## src/rtl/alarm_cmp_pkg.sv

```systemverilog
package alarm_cmp_pkg;
  localparam int NUM_FIELDS = 8;
  localparam int WORD_W     = 8;
  localparam int VAL_W      = WORD_W - 1;
  localparam int MASK_BIT   = WORD_W - 1;

  typedef enum logic [2:0] {
    F_HSEC  = 3'd0,
    F_HOUR  = 3'd1,
    F_MIN   = 3'd2,
    F_SEC   = 3'd3,
    F_MONTH = 3'd4,
    F_DATE  = 3'd5,
    F_YEAR  = 3'd6,
    F_WDAY  = 3'd7
  } field_e;

  localparam int HSEC_W  = 7;
  localparam int HOUR_W  = 5;
  localparam int MIN_W   = 6;
  localparam int SEC_W   = 6;
  localparam int MONTH_W = 4;
  localparam int DATE_W  = 5;
  localparam int YEAR_W  = 7;
  localparam int WDAY_W  = 3;

  function automatic int field_width(input int idx);
    case (idx)
      0: return HSEC_W;
      1: return HOUR_W;
      2: return MIN_W;
      3: return SEC_W;
      4: return MONTH_W;
      5: return DATE_W;
      6: return YEAR_W;
      default: return WDAY_W;
    endcase
  endfunction

  // bits kept on a write: flag plus value bits of the field
  function automatic logic [WORD_W-1:0] field_keep(input int idx);
    logic [WORD_W-1:0] k;
    k = '0;
    for (int b = 0; b < VAL_W; b++) k[b] = (b < field_width(idx));
    k[MASK_BIT] = 1'b1;
    return k;
  endfunction

  typedef logic [NUM_FIELDS-1:0][WORD_W-1:0] word_bank_t;
endpackage

```

## src/rtl/alarm_word_bank.sv

```systemverilog
module alarm_word_bank
  import alarm_cmp_pkg::*;
#(
  parameter int ADDR_W    = 5,
  parameter int BASE_ADDR = 8
) (
  input  logic              clk_i,
  input  logic              rst_ni,
  input  logic              wr_en_i,
  input  logic [ADDR_W-1:0] addr_i,
  input  logic [WORD_W-1:0] wr_data_i,
  output logic [WORD_W-1:0] rd_data_o,
  output word_bank_t        word_o
);
  localparam int SEL_W = $clog2(NUM_FIELDS);

  logic [ADDR_W-1:0] offset;
  logic              in_range;
  logic [SEL_W-1:0]  sel;
  logic              unused_offset_hi;

  assign offset   = addr_i - ADDR_W'(BASE_ADDR);
  assign in_range = (addr_i >= ADDR_W'(BASE_ADDR)) && (offset < ADDR_W'(NUM_FIELDS));
  assign sel      = offset[SEL_W-1:0];
  assign unused_offset_hi = ^offset[ADDR_W-1:SEL_W];

  for (genvar i = 0; i < NUM_FIELDS; i++) begin : g_word
    localparam logic [WORD_W-1:0] KEEP = field_keep(i);
    always_ff @(posedge clk_i or negedge rst_ni) begin
      if (!rst_ni) begin
        word_o[i] <= '0;
      end else if (wr_en_i && in_range && (sel == SEL_W'(i))) begin
        word_o[i] <= wr_data_i & KEEP;
      end
    end
  end

  assign rd_data_o = in_range ? word_o[sel] : '0;
endmodule

```

## src/rtl/alarm_field_cmp.sv

```systemverilog
module alarm_field_cmp
  import alarm_cmp_pkg::*;
#(
  parameter int FW = 7
) (
  input  logic [WORD_W-1:0] word_i,
  input  logic [VAL_W-1:0]  live_i,
  output logic              hit_o
);
  localparam logic [VAL_W-1:0] VAL_KEEP = VAL_W'((1 << FW) - 1);

  logic equal;
  assign equal = ((word_i[VAL_W-1:0] & VAL_KEEP) == (live_i & VAL_KEEP));
  // flag set = field is don't care
  assign hit_o = word_i[MASK_BIT] | equal;
endmodule

```

## src/rtl/alarm_match_unit.sv

```systemverilog
module alarm_match_unit
  import alarm_cmp_pkg::*;
#(
  parameter int ADDR_W    = 5,
  parameter int BASE_ADDR = 8
) (
  input  logic              clk_i,
  input  logic              rst_ni,
  input  logic              wr_en_i,
  input  logic [ADDR_W-1:0] addr_i,
  input  logic [WORD_W-1:0] wr_data_i,
  output logic [WORD_W-1:0] rd_data_o,
  input  logic              tick_i,
  input  logic [HSEC_W-1:0]  hsec_i,
  input  logic [HOUR_W-1:0]  hour_i,
  input  logic [MIN_W-1:0]   min_i,
  input  logic [SEC_W-1:0]   sec_i,
  input  logic [MONTH_W-1:0] month_i,
  input  logic [DATE_W-1:0]  date_i,
  input  logic [YEAR_W-1:0]  year_i,
  input  logic [WDAY_W-1:0]  wday_i,
  output logic              match_o
);
  word_bank_t                          word_q;
  logic [NUM_FIELDS-1:0][VAL_W-1:0]    live_v;
  logic [NUM_FIELDS-1:0]               hit;
  logic [NUM_FIELDS-1:0]               mask_vec;
  logic                                tick_q;
  logic                                match_q;

  alarm_word_bank #(
    .ADDR_W   (ADDR_W),
    .BASE_ADDR(BASE_ADDR)
  ) u_bank (
    .clk_i    (clk_i),
    .rst_ni   (rst_ni),
    .wr_en_i  (wr_en_i),
    .addr_i   (addr_i),
    .wr_data_i(wr_data_i),
    .rd_data_o(rd_data_o),
    .word_o   (word_q)
  );

  assign live_v[F_HSEC]  = VAL_W'(hsec_i);
  assign live_v[F_HOUR]  = VAL_W'(hour_i);
  assign live_v[F_MIN]   = VAL_W'(min_i);
  assign live_v[F_SEC]   = VAL_W'(sec_i);
  assign live_v[F_MONTH] = VAL_W'(month_i);
  assign live_v[F_DATE]  = VAL_W'(date_i);
  assign live_v[F_YEAR]  = VAL_W'(year_i);
  assign live_v[F_WDAY]  = VAL_W'(wday_i);

  for (genvar i = 0; i < NUM_FIELDS; i++) begin : g_cmp
    alarm_field_cmp #(.FW(field_width(i))) u_cmp (
      .word_i(word_q[i]),
      .live_i(live_v[i]),
      .hit_o (hit[i])
    );
    assign mask_vec[i] = word_q[i][MASK_BIT];
  end

  // tick_q marks the cycle in which the counters hold the new time
  always_ff @(posedge clk_i or negedge rst_ni) begin
    if (!rst_ni) begin
      tick_q  <= 1'b0;
      match_q <= 1'b0;
    end else begin
      tick_q  <= tick_i;
      match_q <= tick_q & (&hit);
    end
  end

  assign match_o = match_q;
endmodule

```

## config.mk

```make
export PLATFORM = sky130hd
export DESIGN_NAME = alarm_match_unit
export DESIGN_NICKNAME = d
export VERILOG_FILES = /design/src/rtl/alarm_cmp_pkg.sv /design/src/rtl/alarm_word_bank.sv /design/src/rtl/alarm_field_cmp.sv /design/src/rtl/alarm_match_unit.sv
export SDC_FILE = /design/constraint.sdc
export NUM_CORES = 1
export LEC_CHECK = 0
export ABC_AREA = 1
export BUFFER_PORTS_ARGS = -buffer_cell sky130_fd_sc_hd__buf_2
export CORE_MARGIN = 2
export CORE_UTILIZATION = 60
export CTS_CLUSTER_SIZE = 28
export DETAILED_ROUTE_END_ITERATION = 8
export GPL_TIMING_DRIVEN = 1
export PLACE_DENSITY = 0.94
export SLEW_MARGIN = 15
export SYNTH_ARGS = -nofsm -noshare
export SYNTH_HDL_FRONTEND = slang
export SYNTH_HIERARCHICAL = 1
export SYNTH_SLANG_ARGS = --single-unit
```

## constraint.sdc

```tcl
create_clock -name clk_i -period 2.6 [get_ports clk_i]
set_input_delay 0.52 -clock clk_i [delete_from_list [all_inputs] [get_ports clk_i]]
set_output_delay 0.52 -clock clk_i [all_outputs]
set_load 0.005 [all_outputs]
```

Word-level counts from Yosys, hierarchy flattened
Cells that the tools add are included.
{"block": "word_totals", "register_bits": 53}
{"block": "classes", "add_sub_neg": 1, "n_eq_ne": 15, "n_mux": 3, "n_reduce_logical": 12, "bitwise_logic": 9, "order_cmp": 3}
{"operator": "$bmux 8 s3", "count": 1}
{"operator": "$mux 8", "count": 2}
{"operator": "$eq 7x7->1", "count": 2}
{"operator": "$eq 3x3->1 const B", "count": 4}
{"operator": "$eq 6x6->1", "count": 2}
{"operator": "$eq 5x5->1", "count": 2}
{"operator": "$logic_and 1x1->1", "count": 10}
{"operator": "$or 1x1->1", "count": 8}
{"operator": "$reduce_and 8->1", "count": 1}
{"operator": "$eq 3x2->1 const B", "count": 2}
{"operator": "$ge 5x4->1 const B", "count": 1}
{"operator": "$lt 5x4->1 const B", "count": 1}
{"operator": "$sub 5x4->5 const B", "count": 1}
{"operator": "$eq 4x4->1", "count": 1}
{"operator": "$lt 3x4->1 const B", "count": 1}
{"operator": "$eq 3x1->1 const B", "count": 1}
{"operator": "$eq 3x3->1", "count": 1}
{"operator": "$logic_not 3->1", "count": 1}
{"operator": "$and 1x1->1", "count": 1}

Longest topological paths before layout
{"block": "logic_depth", "word_depth": 5, "ltp_mapped": 11}

Cells and area by module
Netlist, hierarchy kept.
{"mod": "alarm_word_bank", "area_each_um2": 2580.0, "instances": 1, "cells_per_inst": 325}
{"mod": "alarm_field_cmp at g_cmp[0].u_cmp ...", "area_each_um2": 141.4, "instances": 2, "cells_per_inst": 35}
{"mod": "alarm_field_cmp at g_cmp[2].u_cmp ...", "area_each_um2": 138.9, "instances": 2, "cells_per_inst": 36}
{"mod": "alarm_field_cmp at g_cmp[1].u_cmp ...", "area_each_um2": 100.1, "instances": 2, "cells_per_inst": 25}
{"mod": "alarm_field_cmp at g_cmp[4].u_cmp", "area_each_um2": 93.8, "instances": 1, "cells_per_inst": 25}
{"mod": "alarm_match_unit", "area_each_um2": 85.1, "instances": 1, "cells_per_inst": 11}
{"mod": "alarm_field_cmp at g_cmp[7].u_cmp", "area_each_um2": 58.8, "instances": 1, "cells_per_inst": 14}

Worst setup path before layout
Ideal clock, no wire load.
{"block": "synth_path", "kind": "input -> output", "startpoint": "input port addr_i[1]", "endpoint": "output port rd_data_o[5]", "arrival_ps": 1331, "stages": 7, "path_buffers": 2, "required_ps": 2080, "setup_slack_ps": 749, "cell_sequence": "buf_4 -> nor2_1 -> buf_2 -> nand2_1 -> nand3_1 -> nand2_1 -> a21oi_1"}
{"block": "synth_via", "elab_chain_cells": 4, "word_cells_on_any_way": 7, "cone_classes": "add/sub: 1; order compare: 2; mux: 3; reduce/logical: 1"}
{"item": "start, declared", "line": "alarm_match_unit.sv:10", "source": "input logic [ADDR_W-1:0] addr_i,"}
{"item": "$sub 5x4->5", "line": "alarm_word_bank.sv:22", "source": "assign offset = addr_i - ADDR_W'(BASE_ADDR);"}
{"item": "$lt 5x4->1 / $bmux 8 s3 (equally long branches)", "line": "alarm_word_bank.sv:23, alarm_word_bank.sv:38"}
{"item": "$logic_and 1x1->1 / $mux 8 (equally long branches)", "line": "alarm_word_bank.sv:23, alarm_word_bank.sv:38"}
{"item": "$mux 8 (*)", "line": "alarm_word_bank.sv:38", "source": "assign rd_data_o = in_range ? word_o[sel] : '0;"}
{"item": "end, declared", "line": "alarm_match_unit.sv:12", "source": "output logic [WORD_W-1:0] rd_data_o,"}
Every way passes the cells marked *; elsewhere a longest branch is shown, timed or not. The select of a mux whose other input is x is not followed.

Worst setup path after layout
{"block": "layout_path", "startpoint": "input port addr_i[1]", "endpoint": "output port rd_data_o[7]"}
Same word-level chain as after synthesis.

==> out/qor.txt <==
HP Class: input pin to async pin
RSZ-0062 raised after global routing: no
Clk_skew: 0.00366 ns
Layout cells sized above 1: 17.1%
Die width: 80.1 µm
Placed instance area: 3860 µm²
Post-route DRC: 0
Pin count of the biggest net entering global routing: 30
Met2 Routed Length: 4300 µm
Tmin final: 2.28 ns
Syn Nets: 612
CP Capture Type: output pin
Vias: 3587
Grt ovf: 0
Clk root buf: clkbuf_8
Die Ht: 80.1 µm
DR top layer: met4
FF-to-FF path depth: 9
Met1 WL: 3780 µm
Max Freq: 0.438 GHz
Clock Tree Buf Depth: 2
Final-report max-slew violation count: 0
Max cap viols: 0
Yosys Warn Count: 6
Power Density: 564 nW/µm²
I/O Buffers: 68
# setup viols final: 0
Maximum vdd drop: 0.316 mV
First-pass GRT wire length: 14900 µm
RD Place Congestion: 0.968
Critical Path RT: 2.08 ns
Largest fanout on the critical path: 11
Synth Area per Inst: 6.29 µm²
Routed WL per cell: 12.9 µm
Normalized max-slew margin: 73.3%
Final nets: 680
Routed met3 length: 620 µm
Syn Inst Count: 552
Area Growth Syn to Fin: 13.4%
Clk_lat worst skew: 0.31 ns
Clock buffer count from CTS: 5
Setup bufs post-CTS: 0
Total I/O pin count: 69
Final Hold Viols: 0
CTS clk-pin slew, worst paths: 0.08 ns
Initial core utilization: 62.7%
Critical path arrival: 1.76 ns
Final Non-Filler Cells: 693
DRT iter0 DRCs: 292
CTS tree: built
Antenna cells: 0
Setup Crit Path Kind: input pin to output pin
Core Util, Final: 71.1%
CP startpoint kind: input pin
Inst Count DP: 685
Fillcell total: 483
Post-CTS sizing: 0
Row Count: 27
Vias in the first global route: 3291
Period utilisation layout: 87.8%
Clock sinks: 53
Initial antenna violation count: 0
Final Cell Area: 3940 µm²
Mapped cell area: 3470 µm²
Leakage power: 0.00232 µW
Reg2reg end: match_o
Reg2reg setup slack: 1.34 ns
ANT nets after route: 0
DR pass1 iterations: 5
H-tree levels: 2
Status: finished clean
Die Area: 6410 µm²
Slew @ Worst Pin: 0.400 ns
Detailed Place HPWL: 6950 µm
Core area: 5540 µm²
Beginning of the worst register-to-register path: u_bank/word_o[51]
Hold Buf Count CTS: 0
DR vias/cell: 5.18
Hold WS: 0.204 ns
Setup TNS: 0 ns
DRT Wirelength: 8940 µm
Total GRT Usage: 30.3%
[layer usage]
layer  vias up  track usage, %
met4         0            11.5
met5         -               0
met3        26            3.71
li1       1779               -
met1      1633            39.5
met2       149            51.7
[how the worst max path moves through the flow]
stage	startpoint	endpoint	slack (ns)	cells after the start
3_5_place_dp	addr_i[1]	rd_data_o[7]	0.36	8
3_3_place_gp	addr_i[1]	rd_data_o[7]	0.41	8
4_1_cts	addr_i[1]	rd_data_o[7]	0.34	8
5_1_grt	addr_i[1]	rd_data_o[3]	0.23	8
6_report	addr_i[1]	rd_data_o[7]	0.32	8
2_1_floorplan	addr_i[1]	rd_data_o[5]	0.75	7
[metrics by stage]
step | total power, µW | setup WS (ns)
after floorplan | 1550 | 0.749
after global placement | 1730 | 0.406
after detailed placement | 1780 | 0.363
after CTS | 2210 | 0.344
after global routing | 2370 | 0.230
final | 2220 | 0.318
[area by class of cell]
type | instances | area [µm²] | area share, %
repair buffers | 71 | 363 | 9.21
well taps | 72 | 90.1 | 2.29
flip-flops and latches | 53 | 1330 | 33.7
inverters | 99 | 372 | 9.43
multi-input cells | 390 | 1710 | 43.4
clock buffers | 8 | 80.1 | 2.03
[cell usage in the layout, fill, tap and decap left out]
cell and instances:
nor2_1 37, dfrtp_1 53, o21ai_1 4, clkbuf_1 3
buf_4 3, o21ai_2 5, nand2_2 8, inv_2 4
nand2_1 250, xor2_1 2, clkbuf_8 5, a21oi_1 7
nor2_4 4, xnor2_1 5, a21oi_2 4, o21ai_0 39
nor2_2 4, nor2_8 1, inv_1 95, buf_2 68
nand3_1 20
[flip-flops by register name, indices dropped and copies added, names as in the netlist]
register and cells:
match_o 1, tick_q 1, u_bank/word_o 51
[worst max-delay path, stage by stage]
cell and delay [ns]:
buf_2 0.24, inv_1 0.17, nor2_4 0.18, inv_2 0.13, o21ai_0 0.17, nor2_1 0.06
nor2_1 0.15, buf_2 0.14
[power breakdown]
part / total (µW) / switching [µW] / internal (µW)
clock network: 442 / 251 / 192
registers: 1170 / 188 / 978
logic: 614 / 361 / 253
(Power assumes the default switching activity.)
